[src/rtl/fpmm_pkg.sv]
package fpmm_pkg;

    typedef enum logic [1:0] {
        OP_MIN    = 2'd0,
        OP_MAX    = 2'd1,
        OP_MINMAG = 2'd2,
        OP_MAXMAG = 2'd3
    } fpmm_op_e;

    typedef struct packed {
        logic sign;
        logic is_nan;
        logic is_zero;
    } fpmm_cls_t;

    typedef struct packed {
        logic lt;
        logic eq;
    } fpmm_cmp_t;

endpackage

[src/rtl/fpmm_classify.sv]
module fpmm_classify
    import fpmm_pkg::*;
#(
    parameter int EXP_W = 8,
    parameter int MAN_W = 23,
    localparam int W     = 1 + EXP_W + MAN_W,
    localparam int MAG_W = EXP_W + MAN_W
) (
    input  logic [W-1:0]     val_i,
    output fpmm_cls_t        cls_o,
    output logic [MAG_W-1:0] mag_o
);

    fpmm_cls_t cls_d;

    always_comb begin
        cls_d.sign    = val_i[W-1];
        cls_d.is_nan  = (&val_i[MAG_W-1:MAN_W]) && (|val_i[MAN_W-1:0]);
        cls_d.is_zero = ~(|val_i[MAG_W-1:0]);
    end

    assign cls_o = cls_d;
    assign mag_o = val_i[MAG_W-1:0];

endmodule

[src/rtl/fpmm_mag_cmp.sv]
module fpmm_mag_cmp
    import fpmm_pkg::*;
#(
    parameter int MAG_W   = 31,
    parameter int CHUNK_W = 8,
    localparam int N_CHUNK = (MAG_W + CHUNK_W - 1) / CHUNK_W,
    localparam int PAD_W   = N_CHUNK * CHUNK_W
) (
    input  logic [MAG_W-1:0] a_i,
    input  logic [MAG_W-1:0] b_i,
    output fpmm_cmp_t        cmp_o
);

    logic [PAD_W-1:0]   a_pad, b_pad;
    logic [N_CHUNK-1:0] slice_lt, slice_eq;
    fpmm_cmp_t          cmp_d;

    always_comb begin
        a_pad = '0;
        b_pad = '0;
        a_pad[MAG_W-1:0] = a_i;
        b_pad[MAG_W-1:0] = b_i;
    end

    for (genvar g = 0; g < N_CHUNK; g++) begin : g_slice
        assign slice_lt[g] = a_pad[g*CHUNK_W +: CHUNK_W] <  b_pad[g*CHUNK_W +: CHUNK_W];
        assign slice_eq[g] = a_pad[g*CHUNK_W +: CHUNK_W] == b_pad[g*CHUNK_W +: CHUNK_W];
    end

    // Most significant slice decides; lower slices only matter while all above tie.
    always_comb begin
        cmp_d.lt = 1'b0;
        cmp_d.eq = 1'b1;
        for (int i = N_CHUNK - 1; i >= 0; i--) begin
            cmp_d.lt = cmp_d.lt | (cmp_d.eq & slice_lt[i]);
            cmp_d.eq = cmp_d.eq & slice_eq[i];
        end
    end

    assign cmp_o = cmp_d;

endmodule

[src/rtl/fpmm_order.sv]
module fpmm_order
    import fpmm_pkg::*;
(
    input  fpmm_cls_t cls_a_i,
    input  fpmm_cls_t cls_b_i,
    input  fpmm_cmp_t mag_i,
    output fpmm_cmp_t sgn_o
);

    fpmm_cmp_t sgn_d;

    always_comb begin
        if (cls_a_i.is_zero && cls_b_i.is_zero) begin
            sgn_d.lt = 1'b0;
            sgn_d.eq = 1'b1;
        end else if (cls_a_i.sign != cls_b_i.sign) begin
            sgn_d.lt = cls_a_i.sign;
            sgn_d.eq = 1'b0;
        end else if (!cls_a_i.sign) begin
            sgn_d.lt = mag_i.lt;
            sgn_d.eq = mag_i.eq;
        end else begin
            sgn_d.lt = ~mag_i.lt & ~mag_i.eq;
            sgn_d.eq = mag_i.eq;
        end
    end

    assign sgn_o = sgn_d;

endmodule

[src/rtl/fpmm_pick.sv]
module fpmm_pick
    import fpmm_pkg::*;
#(
    parameter int W = 32
) (
    input  fpmm_op_e     op_i,
    input  logic [W-1:0] fs_i,
    input  logic [W-1:0] ft_i,
    input  fpmm_cls_t    cls_s_i,
    input  fpmm_cls_t    cls_t_i,
    input  fpmm_cmp_t    mag_i,
    input  fpmm_cmp_t    sgn_i,
    output logic [W-1:0] res_o
);

    typedef struct packed {
        logic take_ft;
    } pick_t;

    pick_t pick_d;
    logic  mag_gt, sgn_gt, tie_take_ft;

    always_comb begin
        mag_gt      = ~mag_i.lt & ~mag_i.eq;
        sgn_gt      = ~sgn_i.lt & ~sgn_i.eq;
        tie_take_ft = ~sgn_gt;
        pick_d.take_ft = 1'b0;
        if (cls_s_i.is_nan && cls_t_i.is_nan) begin
            pick_d.take_ft = 1'b0;
        end else if (cls_s_i.is_nan) begin
            pick_d.take_ft = 1'b1;
        end else if (cls_t_i.is_nan) begin
            pick_d.take_ft = 1'b0;
        end else begin
            unique case (op_i)
                OP_MIN:    pick_d.take_ft = ~sgn_i.lt;
                OP_MAX:    pick_d.take_ft = sgn_i.lt | sgn_i.eq;
                OP_MINMAG: pick_d.take_ft = mag_gt  | (mag_i.eq & tie_take_ft);
                OP_MAXMAG: pick_d.take_ft = mag_i.lt | (mag_i.eq & tie_take_ft);
                default:   pick_d.take_ft = 1'b0;
            endcase
        end
    end

    assign res_o = pick_d.take_ft ? ft_i : fs_i;

    always_comb begin
        if (!cls_s_i.is_nan && !cls_t_i.is_nan && op_i == OP_MIN
            && cls_s_i.sign != cls_t_i.sign && !(cls_s_i.is_zero && cls_t_i.is_zero)) begin
            AST_MIN_TAKES_NEGATIVE: assert (res_o[W-1]) else $error("min kept positive");
        end
        if (!cls_s_i.is_nan && !cls_t_i.is_nan && op_i == OP_MAX
            && cls_s_i.sign != cls_t_i.sign && !(cls_s_i.is_zero && cls_t_i.is_zero)) begin
            AST_MAX_TAKES_POSITIVE: assert (!res_o[W-1]) else $error("max kept negative");
        end
    end

endmodule

[src/rtl/fp_minmax_sel.sv]
module fp_minmax_sel
    import fpmm_pkg::*;
#(
    parameter int EXP_W   = 8,
    parameter int MAN_W   = 23,
    parameter int CHUNK_W = 8,
    localparam int W     = 1 + EXP_W + MAN_W,
    localparam int MAG_W = EXP_W + MAN_W
) (
    input  logic [W-1:0] fs_i,
    input  logic [W-1:0] ft_i,
    input  logic [1:0]   op_i,
    output logic [W-1:0] res_o
);

    logic [W-1:0]     opnd   [2];
    fpmm_cls_t        cls    [2];
    logic [MAG_W-1:0] mag    [2];
    fpmm_cmp_t        mag_cmp, sgn_cmp;
    fpmm_op_e         op_d;

    assign opnd[0] = fs_i;
    assign opnd[1] = ft_i;
    assign op_d    = fpmm_op_e'(op_i);

    for (genvar g = 0; g < 2; g++) begin : g_cls
        fpmm_classify #(.EXP_W(EXP_W), .MAN_W(MAN_W)) u_cls (
            .val_i (opnd[g]),
            .cls_o (cls[g]),
            .mag_o (mag[g])
        );
    end

    fpmm_mag_cmp #(.MAG_W(MAG_W), .CHUNK_W(CHUNK_W)) u_mag (
        .a_i   (mag[0]),
        .b_i   (mag[1]),
        .cmp_o (mag_cmp)
    );

    fpmm_order u_ord (
        .cls_a_i (cls[0]),
        .cls_b_i (cls[1]),
        .mag_i   (mag_cmp),
        .sgn_o   (sgn_cmp)
    );

    fpmm_pick #(.W(W)) u_pick (
        .op_i    (op_d),
        .fs_i    (fs_i),
        .ft_i    (ft_i),
        .cls_s_i (cls[0]),
        .cls_t_i (cls[1]),
        .mag_i   (mag_cmp),
        .sgn_i   (sgn_cmp),
        .res_o   (res_o)
    );

    always_comb begin
        if (cls[0].is_nan && cls[1].is_nan) begin
            AST_BOTH_NAN_KEEPS_FS: assert (res_o == fs_i) else $error("both NaN");
        end
        if (cls[0].is_nan && !cls[1].is_nan) begin
            AST_FS_NAN_GIVES_FT: assert (res_o == ft_i) else $error("fs NaN");
        end
        if (!cls[0].is_nan && cls[1].is_nan) begin
            AST_FT_NAN_GIVES_FS: assert (res_o == fs_i) else $error("ft NaN");
        end
        if (!cls[0].is_nan && !cls[1].is_nan && op_i == 2'd2) begin
            AST_MINMAG_NOT_LARGER: assert (res_o[MAG_W-1:0] <= fs_i[MAG_W-1:0]
                                        && res_o[MAG_W-1:0] <= ft_i[MAG_W-1:0])
                else $error("minmag too large");
        end
        if (!cls[0].is_nan && !cls[1].is_nan && op_i == 2'd3) begin
            AST_MAXMAG_NOT_SMALLER: assert (res_o[MAG_W-1:0] >= fs_i[MAG_W-1:0]
                                         && res_o[MAG_W-1:0] >= ft_i[MAG_W-1:0])
                else $error("maxmag too small");
        end
    end

endmodule

[config.mk]
export PLATFORM = sky130hd
export DESIGN_NAME = fp_minmax_sel
export DESIGN_NICKNAME = d
export VERILOG_FILES = /design/src/rtl/fpmm_pkg.sv /design/src/rtl/fpmm_classify.sv /design/src/rtl/fpmm_mag_cmp.sv /design/src/rtl/fpmm_order.sv /design/src/rtl/fpmm_pick.sv /design/src/rtl/fp_minmax_sel.sv
export SDC_FILE = /design/constraint.sdc
export NUM_CORES = 1
export LEC_CHECK = 0
export BUFFER_PORTS_ARGS = -buffer_cell sky130_fd_sc_hd__buf_2
export CORE_MARGIN = 2
export CORE_UTILIZATION = 40
export DETAILED_ROUTE_END_ITERATION = 7
export PLACE_DENSITY = 0.75
export SLEW_MARGIN = 30
export SYNTH_ARGS = -nofsm -noshare
export SYNTH_HDL_FRONTEND = slang
export SYNTH_SLANG_ARGS = --single-unit
export TNS_END_PERCENT = 100
[constraint.sdc]
create_clock -name vclk -period 7.2
set_input_delay 1.44 -clock vclk [all_inputs]
set_output_delay 1.44 -clock vclk [all_outputs]
set_load 0.1 [all_outputs]
==> metrics.cfg <==
[status]
status = finished clean

[synth]
synthSimpleGateAreaFrac_pct = 23.2
synth_top_area_cells = mux2_4 28%, ha_1 24%, inv_1 7.4%
synth_top_family_by_area = multiplexers
synth_sequential_area_ratio_pct = 0
syn-cell-area_mm2 = 0.00163
syn-instance-count = 192
synth_adder_area_share_pct = 23.9
syn-num-nets = 289
syn_avg_cell_area_um2 = 8.47
synth_top_area_cell = mux2_4
yosysUniqueCellTypes = 34
yosysWarnings = 0
yosys-mux-area-fraction_pct = 29.1
synth_top_area_share_pct = 27.7
compound_gate_portion_of_the_synthesized_area_pct = 14.3
parity_gate_share_of_the_synthesized_area_counting_xor_and_xnor_cells_pct = 0

[route]
dr.first_iter.drc_count = 56
drt.antenna.violating_nets = 0
drt-pass1-iter-count = 4
vias = 1858
postRouteWirelength_mm = 4.54
post_dr_vias_cell = 5.50
route.detailed.wl_per_inst_um = 13.4
remaining_drc_errors = 0

[setup_path]
start_kind = input pin
critical_path_required_ps = 5760
critical_path.endpoint_type = output pin
cp.arrival_ps = 4690
critPathKind = in -> out
critPathMaxFanout = 23

[timing]
worst_slew_pin_slew_ps = 551
finalCriticalPeriod_ps = 6130
fin_tns_setup_ps = 0
setup_repair_after_global_routing_missed_its_margin = false
hold_viol = 0
fin_crit_sh_pct = 85.1
timing_max_transition_violations_final = 0
slew-limit-headroom_pct = 63.2
setup_violations = 0
max_clock_freq_mhz = 163

[finish]
final_cell_area_mm2 = 0.00216
syn_to_final_growth_pct = 33.2
finalNetCount = 387
clock_buffers = 0
final_layout_size_suffix_gt1_share_pct = 48.3
nFlopsAndLatches = 0
post_layout_nonfiller_instances = 338
antennaDiodeCount = 0
multi_input_combinational_cell_area_mm2 = 0.00147
n_fill_cell = 380
ff_latch_area_um2 = 0
final_core_util_pct = 54.9

[global_routing]
grt_pass1_wl_mm = 6.92
globalRoute.totalOverflow = 0
grt_util_all_layers_pct = 18.6
initial_antenna_violation_count = 0
largest_net_degree_at_the_start_of_global_routing = 24
first_global_vias = 1683

[placed_design]
finalWeightedCongestion = 0.876
place_inst = 338
dp_hpwl_mm = 4.04
port_buffers = 98
placement.cell_area_mm2 = 0.00216

[power_and_ir_drop]
max_rail_drop_vdd_mv = 0.0909
clock_power_share_pct = 0
totalPowerFinal_w = 0.000379
power_switching_share_pct = 73.1
switchingPower_w = 0.000277
flop_pwr_share_pct = 0
power.density_mw_per_mm2 = 175
p_int_w = 0.000102
power_leakage_nw = 1.19
pwr-share-comb_pct = 100.0

[floorplanning]
die-height_um = 67.7
dieArea_mm2 = 0.00459
core_area_mm2 = 0.00394
pin_count = 98
row_count = 23
floorplan.die.width_um = 67.7
initial_core_util_pct = 41.2

[run]
cap_violations = 0

[clock_network]
post_cts_resize_count = 0
cts_hold_buffers = 0
post-cts-setup-buffer-count = 0

[min_path]
hold_path_cell_cnt = 3
min_path_type = in -> out
min-delay-start = ft_i[14]
min_to = res_o[14]

## synthesized netlist by cell type, types with 3 or more instances
library cell,number
nor2b_1,4
o211ai_1,3
a211oi_1,3
ha_1,31
nor3_1,5
nor2_1,6
nand4_1,14
nand2_1,6
nand3_1,4
mux2_4,30
buf_6,3
inv_1,32
nor4_1,15
a21oi_1,13
## worst max path at each step
stage / startpoint / endpoint / slack (ps)
2_1_floorplan: ft_i[6] / res_o[10] / 1880
3_3_place_gp: ft_i[6] / res_o[0] / 1090
3_5_place_dp: ft_i[6] / res_o[0] / 1070
4_1_cts: ft_i[6] / res_o[0] / 1070
5_1_grt: ft_i[6] / res_o[0] / 890
6_report: ft_i[6] / res_o[0] / 1070
## routing by layer
metal / global-route usage, % / vias to the layer above / part of all wire (%)
li1: - / 936 / -
met1: 21.9 / 842 / 43
met2: 37.7 / 76 / 49
met3: 0.667 / 4 / 7.2
met4: 1.53 / 0 / 0.57
met5: 0 / - / 0
## critical path, cell delays in order
cell	delay, ps
buf_2	100
inv_1	40
ha_1	290
a21oi_1	150
nand2_1	60
a2111o_1	410
o32ai_1	250
a21oi_1	180
a211o_1	350
a31oi_4	490
buf_12	280
mux2_2	350
buf_2	290
## layout by cell type (no fill, tap or decap), types with 2 or more instances in the layout
master / synthesis / routed
a211oi_1: 3 / 3
a21oi_1: 13 / 13
buf_2: 0 / 98
ha_1: 31 / 31
inv_1: 32 / 32
mux2_2: 2 / 2
mux2_4: 30 / 30
nand2_1: 6 / 6
nand3_1: 4 / 4
nand4_1: 14 / 14
nor2_1: 6 / 6
nor2b_1: 4 / 4
nor3_1: 5 / 5
nor4_1: 15 / 15
o211ai_1: 3 / 3
o21ai_0: 2 / 2
o31ai_1: 2 / 2
## power by group through the flow
stage          combinational (W)  sequential, W  clock (W)
6_report                0.000379              0          0
5_1_grt                 0.000397              0          0
4_1_cts                 0.000380              0          0
3_5_place_dp            0.000380              0          0
3_3_place_gp            0.000377              0          0
2_1_floorplan           0.000318              0          0
## final cells by class
type                            count  area share (%)
Inverter                           32            5.55
Multi-Input combinational cell    157            68.0
Tap cell                           50            2.89
Timing Repair Buffer               99            23.6
## per-stage QoR
stage          hold slack (ps)  setup slack (ps)
5_1_grt                   3530               888
3_5_place_dp              3520              1070
3_3_place_gp              3520              1090
6_report                  3520              1070
2_1_floorplan             3200              1880
4_1_cts                   3520              1070
## logic make-up (layout without fill, tap and decap cells)
logic type,count (synthesis),count (layout)
multiplexers,32,32
adder cells (fa/ha/maj),31,31
AO/OA/AOI/OAI,32,32
buffers and inverters,35,131
AND/OR/NAND/NOR,62,62
(Power assumes the default switching activity.)
